File: src/rtl/hp_unpack_pkg.sv
package hp_unpack_pkg;
    localparam int HALF_W    = 16;
    localparam int SGL_W     = 32;
    localparam int H_EXP_W   = 5;
    localparam int H_FRAC_W  = 10;
    localparam int S_EXP_W   = 8;
    localparam int S_FRAC_W  = 23;
    localparam int BIAS_GAP  = 112;
    localparam int SUB_BASE  = BIAS_GAP - H_FRAC_W + 1;
    localparam int IDX_W     = $clog2(H_FRAC_W);

    typedef enum logic [2:0] {
        CLS_ZERO,
        CLS_SUB,
        CLS_NORM,
        CLS_INF,
        CLS_NAN
    } hp_class_e;
endpackage

File: src/rtl/hp_lead_one.sv
module hp_lead_one #(
    parameter int W     = 10,
    parameter int IDX_W = $clog2(W)
) (
    input  logic [W-1:0]     vec,
    output logic [IDX_W-1:0] idx
);
    always_comb begin
        idx = '0;
        for (int i = 0; i < W; i++) begin
            if (vec[i]) idx = IDX_W'(i);
        end
    end
endmodule

File: src/rtl/hp_lane_expand.sv
module hp_lane_expand
    import hp_unpack_pkg::*;
(
    input  logic [HALF_W-1:0] half_in,
    output logic [SGL_W-1:0]  sgl_out
);
    localparam logic [H_EXP_W-1:0]  H_EXP_MAX = '1;
    localparam logic [SGL_W-2:0]    MAG_INF   = {{S_EXP_W{1'b1}}, {S_FRAC_W{1'b0}}};
    localparam logic [SGL_W-2:0]    MAG_NAN   = '1;
    localparam int                  SH_W      = S_FRAC_W + 1;

    logic                  sign_w;
    logic [H_EXP_W-1:0]    exp_w;
    logic [H_FRAC_W-1:0]   frac_w;
    logic [IDX_W-1:0]      lead_w;
    logic [SH_W-1:0]       aligned_w;
    hp_class_e             cls_w;
    logic [SGL_W-2:0]      mag_w;

    assign sign_w = half_in[HALF_W-1];
    assign exp_w  = half_in[HALF_W-2 -: H_EXP_W];
    assign frac_w = half_in[H_FRAC_W-1:0];

    hp_lead_one #(.W(H_FRAC_W), .IDX_W(IDX_W)) u_lead (
        .vec (frac_w),
        .idx (lead_w)
    );

    always_comb begin
        if (exp_w == '0)            cls_w = (frac_w == '0) ? CLS_ZERO : CLS_SUB;
        else if (exp_w == H_EXP_MAX) cls_w = (frac_w == '0) ? CLS_INF : CLS_NAN;
        else                         cls_w = CLS_NORM;
    end

    always_comb begin
        aligned_w = SH_W'(frac_w) << (5'(S_FRAC_W) - 5'(lead_w));
        case (cls_w)
            CLS_ZERO: mag_w = '0;
            CLS_SUB:  mag_w = {S_EXP_W'(SUB_BASE) + S_EXP_W'(lead_w),
                               aligned_w[S_FRAC_W-1:0]};
            CLS_NORM: mag_w = {S_EXP_W'(exp_w) + S_EXP_W'(BIAS_GAP),
                               frac_w, {(S_FRAC_W-H_FRAC_W){1'b0}}};
            CLS_INF:  mag_w = MAG_INF;
            default:  mag_w = MAG_NAN;
        endcase
        sgl_out = {sign_w, mag_w};
    end
endmodule

File: src/rtl/hp_pair_unpack.sv
module hp_pair_unpack
    import hp_unpack_pkg::*;
#(
    parameter int LANES = 2
) (
    input  logic                   clk,
    input  logic                   rst_n,
    input  logic                   in_valid,
    input  logic [LANES*HALF_W-1:0] in_word,
    output logic                   out_valid,
    output logic [LANES*SGL_W-1:0] out_word
);
    typedef struct packed {
        logic                          valid;
        logic [LANES-1:0][SGL_W-1:0]   res;
    } stage_t;

    stage_t                        stage_d, stage_q;
    logic [LANES-1:0][SGL_W-1:0]   lane_res;

    for (genvar g = 0; g < LANES; g++) begin : g_lane
        hp_lane_expand u_lane (
            .half_in (in_word[g*HALF_W +: HALF_W]),
            .sgl_out (lane_res[g])
        );

        // sign carried through from the half value
        a_r7_sign_kept: assert property (@(posedge clk) disable iff (!rst_n)
            in_valid |=> out_word[g*SGL_W+SGL_W-1] == $past(in_word[g*HALF_W+HALF_W-1]));

        // infinity maps to the wide infinity magnitude
        a_r5_inf_mag: assert property (@(posedge clk) disable iff (!rst_n)
            (in_valid && in_word[g*HALF_W+10 +: 5] == 5'h1F && in_word[g*HALF_W +: 10] == '0)
            |=> out_word[g*SGL_W +: 31] == 31'h7F800000);

        // NaN payloads collapse to one quiet pattern
        a_r6_nan_canon: assert property (@(posedge clk) disable iff (!rst_n)
            (in_valid && in_word[g*HALF_W+10 +: 5] == 5'h1F && in_word[g*HALF_W +: 10] != '0)
            |=> out_word[g*SGL_W +: 31] == 31'h7FFFFFFF);

        // normal exponent is rebiased by 112
        a_r2_norm_exp: assert property (@(posedge clk) disable iff (!rst_n)
            (in_valid && in_word[g*HALF_W+10 +: 5] != 5'h00 && in_word[g*HALF_W+10 +: 5] != 5'h1F)
            |=> out_word[g*SGL_W+23 +: 8] == 8'($past(in_word[g*HALF_W+10 +: 5])) + 8'd112);
    end

    always_comb begin
        stage_d       = stage_q;
        stage_d.valid = in_valid;
        if (in_valid) stage_d.res = lane_res;
    end

    always_ff @(posedge clk) begin
        if (!rst_n) stage_q <= '0;
        else        stage_q <= stage_d;
    end

    assign out_valid = stage_q.valid;
    assign out_word  = stage_q.res;

    // qualifier delayed by exactly one clock
    a_r8_valid_delay: assert property (@(posedge clk) disable iff (!rst_n)
        in_valid |=> out_valid);
    a_r8_idle_delay: assert property (@(posedge clk) disable iff (!rst_n)
        !in_valid |=> !out_valid);

    // output held while no word is presented
    a_r9_hold: assert property (@(posedge clk) disable iff (!rst_n)
        !in_valid |=> $stable(out_word));
endmodule

File: config.mk
export PLATFORM = sky130hd
export DESIGN_NAME = hp_pair_unpack
export DESIGN_NICKNAME = d
export VERILOG_FILES = /design/src/rtl/hp_unpack_pkg.sv /design/src/rtl/hp_lead_one.sv /design/src/rtl/hp_lane_expand.sv /design/src/rtl/hp_pair_unpack.sv
export SDC_FILE = /design/constraint.sdc
export NUM_CORES = 1
export LEC_CHECK = 0
export BUFFER_PORTS_ARGS = -buffer_cell sky130_fd_sc_hd__buf_2
export CORE_MARGIN = 4
export CORE_UTILIZATION = 30
export DETAILED_ROUTE_END_ITERATION = 16
export GPL_TIMING_DRIVEN = 0
export SYNTH_ARGS = -nofsm -noshare
export SYNTH_HDL_FRONTEND = slang
export SYNTH_HIERARCHICAL = 1
export SYNTH_SLANG_ARGS = --single-unit
File: constraint.sdc
create_clock -name clk -period 2 [get_ports clk]
set_clock_uncertainty 0.05 [all_clocks]
set_input_delay 0.1 -clock clk [delete_from_list [all_inputs] [get_ports clk]]
set_output_delay 0.1 -clock clk [all_outputs]
set_load 0.01 [all_outputs]
==> flow_summary.ini, run 1 <==
[global_route]
overflow = 0
grt_util_all_layers_pct = 15.9
antenna_found_initial = 0
grt_pass1_vias = 4230
grt_max_degree = 11
grt_pass1_wl_um = 21500

[final_layout]
drive_gt1_share_pct = 31.8
nNetsFinal = 672
area_growth_pct = 29.6
antenna_cells = 0
seqCellArea_um2 = 1300
multi_input_area_um2 = 2900
n_fill_cell = 1502
fin_area_um2 = 5790

[routing]
vias = 4263
routed_wl_um = 13400
drt_iter0_drc = 328
first_pass_iters = 5
viasPerCell = 5.18
avgRoutedWirePerCell_um = 16.3
drc = 0
antenna_left = 0

[floorplan]
die_h_um = 130
num_rows = 44
die_area_um2 = 16900
die_x_um = 130
ios = 100
initial_core_util_pct = 30.7
core-area_um2 = 14500

[synth]
synth_nets = 551
synthFlopType = dfxtp_1
synth_common_cells = 82 x mux2i_1, 74 x nor2b_1, 65 x dfxtp_1
netlist_area_um2 = 4460
netlist.area_leader.share_pct = 29.1
syn_avg_cell_area_um2 = 8.69
yosysSeqAreaShare_pct = 29.1
ys_top_cells_by_area = dfxtp_1 29%, mux2i_1 18%, nor2b_1 10%
syn_inst = 514
yosysMostFrequentCell = mux2i_1
yosysTopAreaCell = dfxtp_1
ys_types = 50
synth_seq_cells = 65
yosysWarnings = 6
synthArstFlopShare_pct = 0
synth_edf_count = 0

[timing]
tightest_slew_ns = 0.499
drv_slew = 0
final_hold_viol_count = 0
period_needed_ns = 2.00
relSlewSlack_pct = 66.7
setup_viol = 0
fin_crit_sh_pct = 99.8
rsz0062_at_grt = yes
fmax_mhz = 501
tns_ns = 0

[power]
ir_drop_mv = 0.324
power_density_nw_per_um2 = 680
switchingPower_mw = 1.05
p_int_mw = 2.88
clkPwrFrac_pct = 42.3
power.total_mw = 3.94
pwr-share-comb_pct = 22.7
switching_share_pct = 26.7
seq_power_share_pct = 35.1
p_leak_nw = 2.69

[worst_setup_path]
endpoint_kind = flip-flop
reg2reg_from = out_word[39]$_SDFFE_PN0P_
cp_data_arrival_time_ns = 2.17
cp-start-kind = input pin
slowest_stage = o31ai_4
path_class = in -> reg
crit_start = in_word[20]
cp.required_ns = 2.17
path_cells = buf_6 -> nor2_2 -> a221oi_2 -> o31ai_4 -> buf_4 -> mux2i_2 -> o21ai_0 -> nand2_1 -> o211ai_1 -> mux2_2 -> mux2i_1 -> nor2b_1
crit_fanout = 8
cp_slowest_stage_delay_ns = 0.40

[placement]
placed_area_um2 = 5170
gp_congestion = 1.01
portBuffers = 95
post-dp-hpwl_um = 9930

[hold_path]
worstHoldPathType = in -> reg
hp-start = rst_n

[clock_tree]
cts_buffers = 9
cts.sinks = 65
cts_tree = built
clk_latency_ns = 0.33
h-tree-depth = 3
clockRootBuffer = clkbuf_16
clkTransAtPathRegs_ns = 0.05
cts.path.max_buffers = 2

[outcome]
status = complete, no violations

[job]
drv_cap = 0
## critical path, delay by kind of cell
| kind | cells | cell delay [ns] |
|---|---|---|
| AO/OA/AOI/OAI | 4 | 0.70 |
| multiplexers | 3 | 0.77 |
| AND/OR/NAND/NOR | 3 | 0.24 |
| buffers and inverters | 2 | 0.35 |
## metrics by stage
stage	utilization, %	worst slack [ns]	instances	hold slack, ns
final	39.8	0.00368	823	0.0861
after global routing	39.8	-0.0422	823	0.0958
after CTS	38.6	-0.0590	819	0.0954
after detailed placement	35.6	-0.605	793	0.324
after global placement	35.6	-0.666	793	0.314
after floorplan	-	0.0191	514	0.295
## cell families after synthesis
family                   after synthesis  share of synthesized area [%]
AO/OA/AOI/OAI                        120                           17.0
adder cells (fa/ha/maj)                2                          0.560
flip-flops                            65                           29.1
AND/OR/NAND/NOR                      159                           20.9
multiplexers                          96                           22.9
XOR/XNOR                               4                          0.785
buffers and inverters                 68                           8.66
## worst paths after layout
check | depth (start not counted) | slack (ns) | end
worst max-delay path | 12 | 0.004 | out_word[54]$_SDFFE_PN0P_
worst min-delay path | 2 | 0.09 | out_word[63]$_SDFFE_PN0P_
worst max register to register | 2 | 1.31 | out_word[39]$_SDFFE_PN0P_
worst min register to register | 2 | 0.46 | out_word[5]$_SDFFE_PN0P_
## layout by cell type (no fill, tap or decap), types with 5 or more instances in the layout
cell       synthesis  layout
buf_2             11      97
nor2b_1           74      74
mux2i_1           82      73
dfxtp_1           65      65
a21oi_1           32      30
o21ai_0           38      28
nand2_1           26      26
inv_1             24      24
buf_4              9      17
clkbuf_1          14      13
nand3_1           12      12
nor2_1            12      10
clkbuf_16          0       9
o21ai_1            2       9
mux2_2            10       8
o211ai_1           8       8
o21bai_1           8       8
buf_6              1       7
clkbuf_4           0       7
mux2i_2            0       6
nor3_1             6       6
nand3b_1           6       6
buf_12             4       5
## layer usage
metal	track usage, %	vias to the layer above	share of wire (%)
met2	27.4	160	51
met5	0	-	0
met3	3.93	33	6.0
li1	-	2063	-
met4	6.36	0	2.1
met1	19.0	2007	41
## cell type report
type / count / share of cell area (%)
tap: 184 / 3.98
buffer: 39 / 5.21
clock buffer: 12 / 4.26
sequential: 65 / 22.5
clock inverter: 3 / 1.12
timing repair buffer: 111 / 11.0
inverter: 28 / 1.82
multi-input combinational: 381 / 50.2
## what timing repair did
action | 4_1_cts | 5_1_grt
pin swaps | 3 | 13
endpoints found under the hold margin | 2 | 0
resized for setup | 9 | 49
endpoints found under the setup margin | 4 | 22
hold buffers | 2 | 0
buffers inserted | 9 | 6
## flip-flops by register name, summed over array words and instances, names as in the netlist
register / flops
out_word: 64
out_valid: 1
## power by group through the flow
stage	Clock, mW	Combinational [mW]	Sequential (mW)
finish	1.66	0.892	1.38
floorplan	0	0.505	1.43
global route	1.77	0.974	1.39
detailed placement	0	0.783	1.41
global placement	0	0.780	1.41
CTS	1.72	0.830	1.38
(Power assumes the default switching activity.)
==> run 2: changes to the inputs <==
Settings changed: SYNTH_HIERARCHICAL 1 to unset.
==> flow_summary.ini, run 2 <==
[placement]
dp_cells = 666
post-dp-hpwl_um = 8460
portBuffers = 90
dp_slack_ns = -0.476
gp_congestion = 0.943

[synth]
syn_inst = 436
synthArstFlopShare_pct = 0
yosysWarnings = 0
yosysSeqAreaShare_pct = 36.8
netlist.area_leader.share_pct = 36.8
synth_nets = 473
yosysTopAreaCell = dfxtp_1
ys_types = 66
yosysMostFrequentCell = nor2_1
syn_avg_cell_area_um2 = 7.86
netlist_area_um2 = 3430
synth_edf_count = 0
synthFlopType = dfxtp_1
ys_top_cells_by_area = dfxtp_1 37%, nor2_1 8.7%, o21ai_0 5.1%
synth_seq_cells = 63
synth_common_cells = 79 x nor2_1, 63 x dfxtp_1, 35 x o21ai_0

[floorplan]
num_rows = 38
die_x_um = 115
core-area_um2 = 11000
initial_core_util_pct = 31.1
die_area_um2 = 13200
ios = 100
die_h_um = 115

[clock_tree]
cts.path.max_buffers = 2
postCtsSetupRepairBufs = 0
h-tree-depth = 3
clockRootBuffer = clkbuf_16
cts_tree = built
cts.sinks = 63
clkTransAtPathRegs_ns = 0.06
clk_latency_ns = 0.33
cts_buffers = 9

[worst_setup_path]
reg2reg_from = out_word[49]$_SDFFE_PN0P_
crit_start = in_word[19]
endpoint_kind = flip-flop
r2r_cells = 2
cp.required_ns = 2.21
endpoint = out_word[56]$_SDFFE_PN0P_
reg2reg_slack_ns = 1.18
crit_fanout = 9
path_class = in -> reg
cp-start-kind = input pin
reg2reg_to = out_word[49]$_SDFFE_PN0P_
cp_data_arrival_time_ns = 2.10

[final_layout]
antenna_cells = 0
layout.cells.non_filler = 682
mostFrequentLayoutCell = buf_2
nNetsFinal = 574
seqCellArea_um2 = 1260
utilization_pct = 39.8
area_growth_pct = 28.1
largest_reg_flops = 62
n_fill_cell = 1163
multi_input_area_um2 = 1950
drive_gt1_share_pct = 28.0
layout_common_cells = 101 x buf_2, 79 x nor2_1, 63 x dfxtp_1, 35 x o21ai_0, 33 x a21oi_1

[timing]
rsz0062_at_grt = yes
final_hold_viol_count = 0
fin_ws_ns = 0.111
fin_crit_sh_pct = 94.5
tightest_slew_ns = 0.793
period_needed_ns = 1.89
setup_viol = 0
relSlewSlack_pct = 46.6
fmax_mhz = 529
drv_slew = 0
whs_ns = 0.00798

[power]
clkPwrFrac_pct = 44.7
p_leak_nw = 1.90
pwr-share-comb_pct = 16.9
switching_share_pct = 28.8
p_int_mw = 2.55
switchingPower_mw = 1.03
power_density_nw_per_um2 = 817
ir_drop_mv = 0.438
seq_power_share_pct = 38.4

[global_route]
grt_pass1_wl_um = 18000
grt_util_all_layers_pct = 17.2
overflow = 0
grt_pass1_vias = 3422
antenna_found_initial = 0
grt_max_degree = 14

[routing]
drc = 0
antenna_left = 0
avgRoutedWirePerCell_um = 16.7
drt_iter0_drc = 343
routed_wl_um = 11400
vias = 3640
first_pass_iters = 5
viasPerCell = 5.34

[job]
drv_cap = 0

[outcome]
status = complete, no violations

[hold_path]
worstHoldPathType = in -> reg
run 2: per-layer routing:
metal | global-route usage (%) | vias to the layer above | part of all wire, %
li1 | - | 1779 | -
met3 | 4.21 | 19 | 8.2
met4 | 6.49 | 0 | 1.9
met1 | 23.4 | 1671 | 45
met2 | 26.3 | 171 | 45
met5 | 0 | - | 0
run 2: area by class of cell:
cell class | count | area share [%]
clock inverter | 7 | 1.77
clock buffer | 9 | 5.13
tap | 140 | 3.99
timing repair buffer | 91 | 10.5
multi-input combinational | 321 | 44.5
sequential | 63 | 28.7
inverter | 15 | 1.28
buffer | 36 | 4.08
run 2: what timing repair did:
action,in CTS,in global routing
hold endpoints to repair,1,0
setup endpoints to repair,2,9
hold buffers,1,0
gates resized for setup,1,4
run 2: how the worst min path moves through the flow:
stage                     cells after the start         from  slack [ns]                        end
after global routing                          3  in_word[31]       0.009  out_word[63]$_SDFFE_PN0P_
final                                         3  in_word[31]       0.008  out_word[63]$_SDFFE_PN0P_
after detailed placement                      3  in_word[15]        0.34  out_word[31]$_SDFFE_PN0P_
after floorplan                               2   in_word[0]        0.21  out_word[13]$_SDFFE_PN0P_
after CTS                                     3  in_word[31]       0.006  out_word[63]$_SDFFE_PN0P_
after global placement                        3  in_word[31]        0.31  out_word[63]$_SDFFE_PN0P_
run 2: through the flow:
| step | total power [mW] | area (um^2) | TNS, ns |
|---|---|---|---|
| floorplan | 1.77 | 3430 | 0 |
| global placement | 1.99 | 4050 | -4.92 |
| detailed placement | 2.00 | 4050 | -5.10 |
| CTS | 3.62 | 4370 | 0 |
| global route | 3.76 | 4390 | -0.0423 |
| finish | 3.58 | 4390 | 0 |
run 2: logic make-up (layout without fill, tap and decap cells):
group           after synthesis  in the layout  share of synthesized area (%)
buf+inv                      52            158                           6.98
compound gates              140            140                           27.9
mux                          12             12                           3.69
flops                        63             63                           36.8
fa+ha+maj                     2              2                          0.730
simple gates                165            165                           23.4
xor+xnor                      2              2                          0.511
run 2: power by group through the flow:
| stage | Combinational (mW) | Clock, mW | Sequential [mW] |
|---|---|---|---|
| 6_report | 0.605 | 1.60 | 1.38 |
| 5_1_grt | 0.670 | 1.70 | 1.39 |
| 4_1_cts | 0.599 | 1.64 | 1.38 |
| 3_5_place_dp | 0.594 | 0 | 1.40 |
| 3_3_place_gp | 0.592 | 0 | 1.40 |
| 2_1_floorplan | 0.327 | 0 | 1.44 |
run 2: worst max-delay path, stage by stage:
cell and delay, ns:
clkbuf_1 0.34, nor2_1 0.12, o31ai_2 0.37, and2_1 0.29, inv_1 0.16, ha_1 0.30, nor3_1 0.21, nor2_1 0.06
a21oi_1 0.14
==> run 3: changes to the inputs <==
Settings changed: ABC_AREA set to 1.
==> flow_summary.ini, run 3 <==
[worst_setup_path]
cp-start-kind = input pin
cp_data_arrival_time_ns = 2.04
crit_fanout = 7
critical_path.most_common_cell = inv_1
endpoint_kind = flip-flop
critPathBufInv = 7
path_cells = dlygate4sd3_1 -> buf_2 -> inv_1 -> nand4_1 -> nor2_2 -> inv_1 -> nor2_4 -> buf_4 -> nand2_1 -> inv_1 -> nand3_1 -> nand3_1 -> o211ai_1 -> inv_1
reg2reg_slack_ns = 1.25
slowest_stage = dlygate4sd3_1
path_class = in -> reg
cpLargestDelayFamily = buffers and inverters
cp_slowest_stage_delay_ns = 0.53
cp.required_ns = 2.23

[synth]
ys_top_cells_by_area = dfxtp_1 39%, nand2_1 8.5%, nor2_1 8.5%
syn_avg_cell_area_um2 = 6.81
yosysTopAreaCell = dfxtp_1
synth_edf_count = 0
netlist_area_um2 = 3260
synthArstFlopShare_pct = 0
yosysWarnings = 0
synth_common_cells = 74 x nand2_1, 74 x nor2_1, 63 x dfxtp_1
yosysSeqAreaShare_pct = 38.7
syn_inst = 479
synth_nets = 516
synthFlopType = dfxtp_1
synth_seq_cells = 63
ys_types = 33
netlist.area_leader.share_pct = 38.7

[final_layout]
mostFrequentLayoutCell = buf_2
nNetsFinal = 633
area_growth_pct = 31.0
layout_common_cells = 99 x buf_2, 74 x nand2_1, 71 x nor2_1, 63 x dfxtp_1, 51 x inv_1
layout.cells.non_filler = 737
utilization_pct = 40.9
drive_gt1_share_pct = 26.1
antenna_cells = 0
largest_reg_flops = 62
fin_area_um2 = 4270

[global_route]
grt_max_degree = 13
grt_pass1_wl_um = 17500
overflow = 0
grt_pass1_vias = 3517
antenna_found_initial = 0
grt_util_all_layers_pct = 17.1

[timing]
fin_crit_sh_pct = 90.6
final_hold_viol_count = 0
period_needed_ns = 1.81
tightest_slew_ns = 0.568
tns_ns = 0
rsz0062_at_grt = no
setup_viol = 0
relSlewSlack_pct = 62.0
fmax_mhz = 552
drv_slew = 0
fin_ws_ns = 0.188

[clock_tree]
cts_buffers = 9
clockRootBuffer = clkbuf_8
clk_latency_ns = 0.33
h-tree-depth = 3
cts.sinks = 63
cts_tree = built
cts.path.max_buffers = 2
clkTransAtPathRegs_ns = 0.07

[placement]
portBuffers = 98
post-dp-hpwl_um = 8400
dp_slack_ns = 0.190
gp_congestion = 0.934
placed_area_um2 = 3920
dp_cells = 713

[outcome]
status = complete, no violations

[power]
ir_drop_mv = 0.428
power_density_nw_per_um2 = 812
p_leak_nw = 2.14

[hold_path]
worstHoldPathType = in -> reg

[job]
drv_cap = 0

[floorplan]
core-area_um2 = 10500
num_rows = 37
ios = 100
die_h_um = 112
die_area_um2 = 12600
initial_core_util_pct = 31.2
die_x_um = 112

[routing]
viasPerCell = 4.98
drc = 0
avgRoutedWirePerCell_um = 14.8
drt_iter0_drc = 210
antenna_left = 0
first_pass_iters = 5
routed_wl_um = 10900
vias = 3673
## run 3: changes by cell type after synthesis, moves of 7 or more
cell / before / now
nand2_1: 18 / 74
inv_1: 14 / 51
nand3_1: 10 / 43
nor2b_1: 11 / 0
o21ai_0: 35 / 46
buf_2: 11 / 1
nand4_1: 0 / 9
nor3_1: 12 / 3
clkbuf_1: 19 / 11
a211oi_1: 7 / 0
mux2i_1: 7 / 0
## run 3: routing by layer
| layer | vias to the layer above | track usage [%] | wire, um |
|---|---|---|---|
| li1 | 1825 | - | - |
| met1 | 1685 | 22.4 | 4820 |
| met2 | 149 | 27.9 | 5120 |
| met3 | 14 | 4.69 | 815 |
| met4 | 0 | 4.41 | 144 |
| met5 | - | 0 | 0 |
## run 3: final timing paths
path / startpoint / endpoint / depth (start not counted)
min reg2reg: out_word[30]$_SDFFE_PN0P_ / out_word[30]$_SDFFE_PN0P_ / 2
max reg2reg: out_word[61]$_SDFFE_PN0P_ / out_word[61]$_SDFFE_PN0P_ / 2
min: in_word[26] / out_word[55]$_SDFFE_PN0P_ / 3
max: in_word[10] / out_word[19]$_SDFFE_PN0P_ / 14
## run 3: final cells by class
class	count	area, um^2
Clock inverter	7	143
Sequential cell	63	1260
Inverter	59	224
Timing Repair Buffer	106	563
Clock buffer	9	124
Tap cell	136	170
Buffer	18	98.8
Multi-Input combinational cell	339	1690
Fill cell	1149	6190
## run 3: cells by family (layout without fill, tap and decap cells)
family / after synthesis / count (layout) / synth area share, %
simple gates: 226 / 226 / 31.7
xor+xnor: 1 / 1 / 0.269
fa+ha+maj: 2 / 2 / 0.767
flops: 63 / 63 / 38.7
buf+inv: 77 / 199 / 9.90
compound gates: 110 / 110 / 18.7
## run 3: power breakdown
group	internal (mW)	total [mW]	switching, mW	leakage, nW
sequential	1.33	1.38	0.0413	0.522
clock	0.961	1.50	0.539	0.134
combinational	0.218	0.597	0.378	1.48
## run 3: metrics by stage
stage | hold slack (ns) | total power, mW
after floorplan | 0.185 | 1.75
after global placement | 0.277 | 1.99
after detailed placement | 0.284 | 1.99
after CTS | 0.00985 | 3.51
after global routing | 0.0426 | 3.64
final | 0.0300 | 3.47
## run 3: timing repair
item,in CTS,in global routing
hold buffers,5,0
endpoints found under the hold margin,5,0
endpoints found under the setup margin,0,14
gates resized for setup,0,4
setup buffers,0,3
## run 3: tightest hold or removal path, cell delays in order
cell     delay (ns)
buf_2          0.10
nor2_1         0.05
a21oi_1        0.12
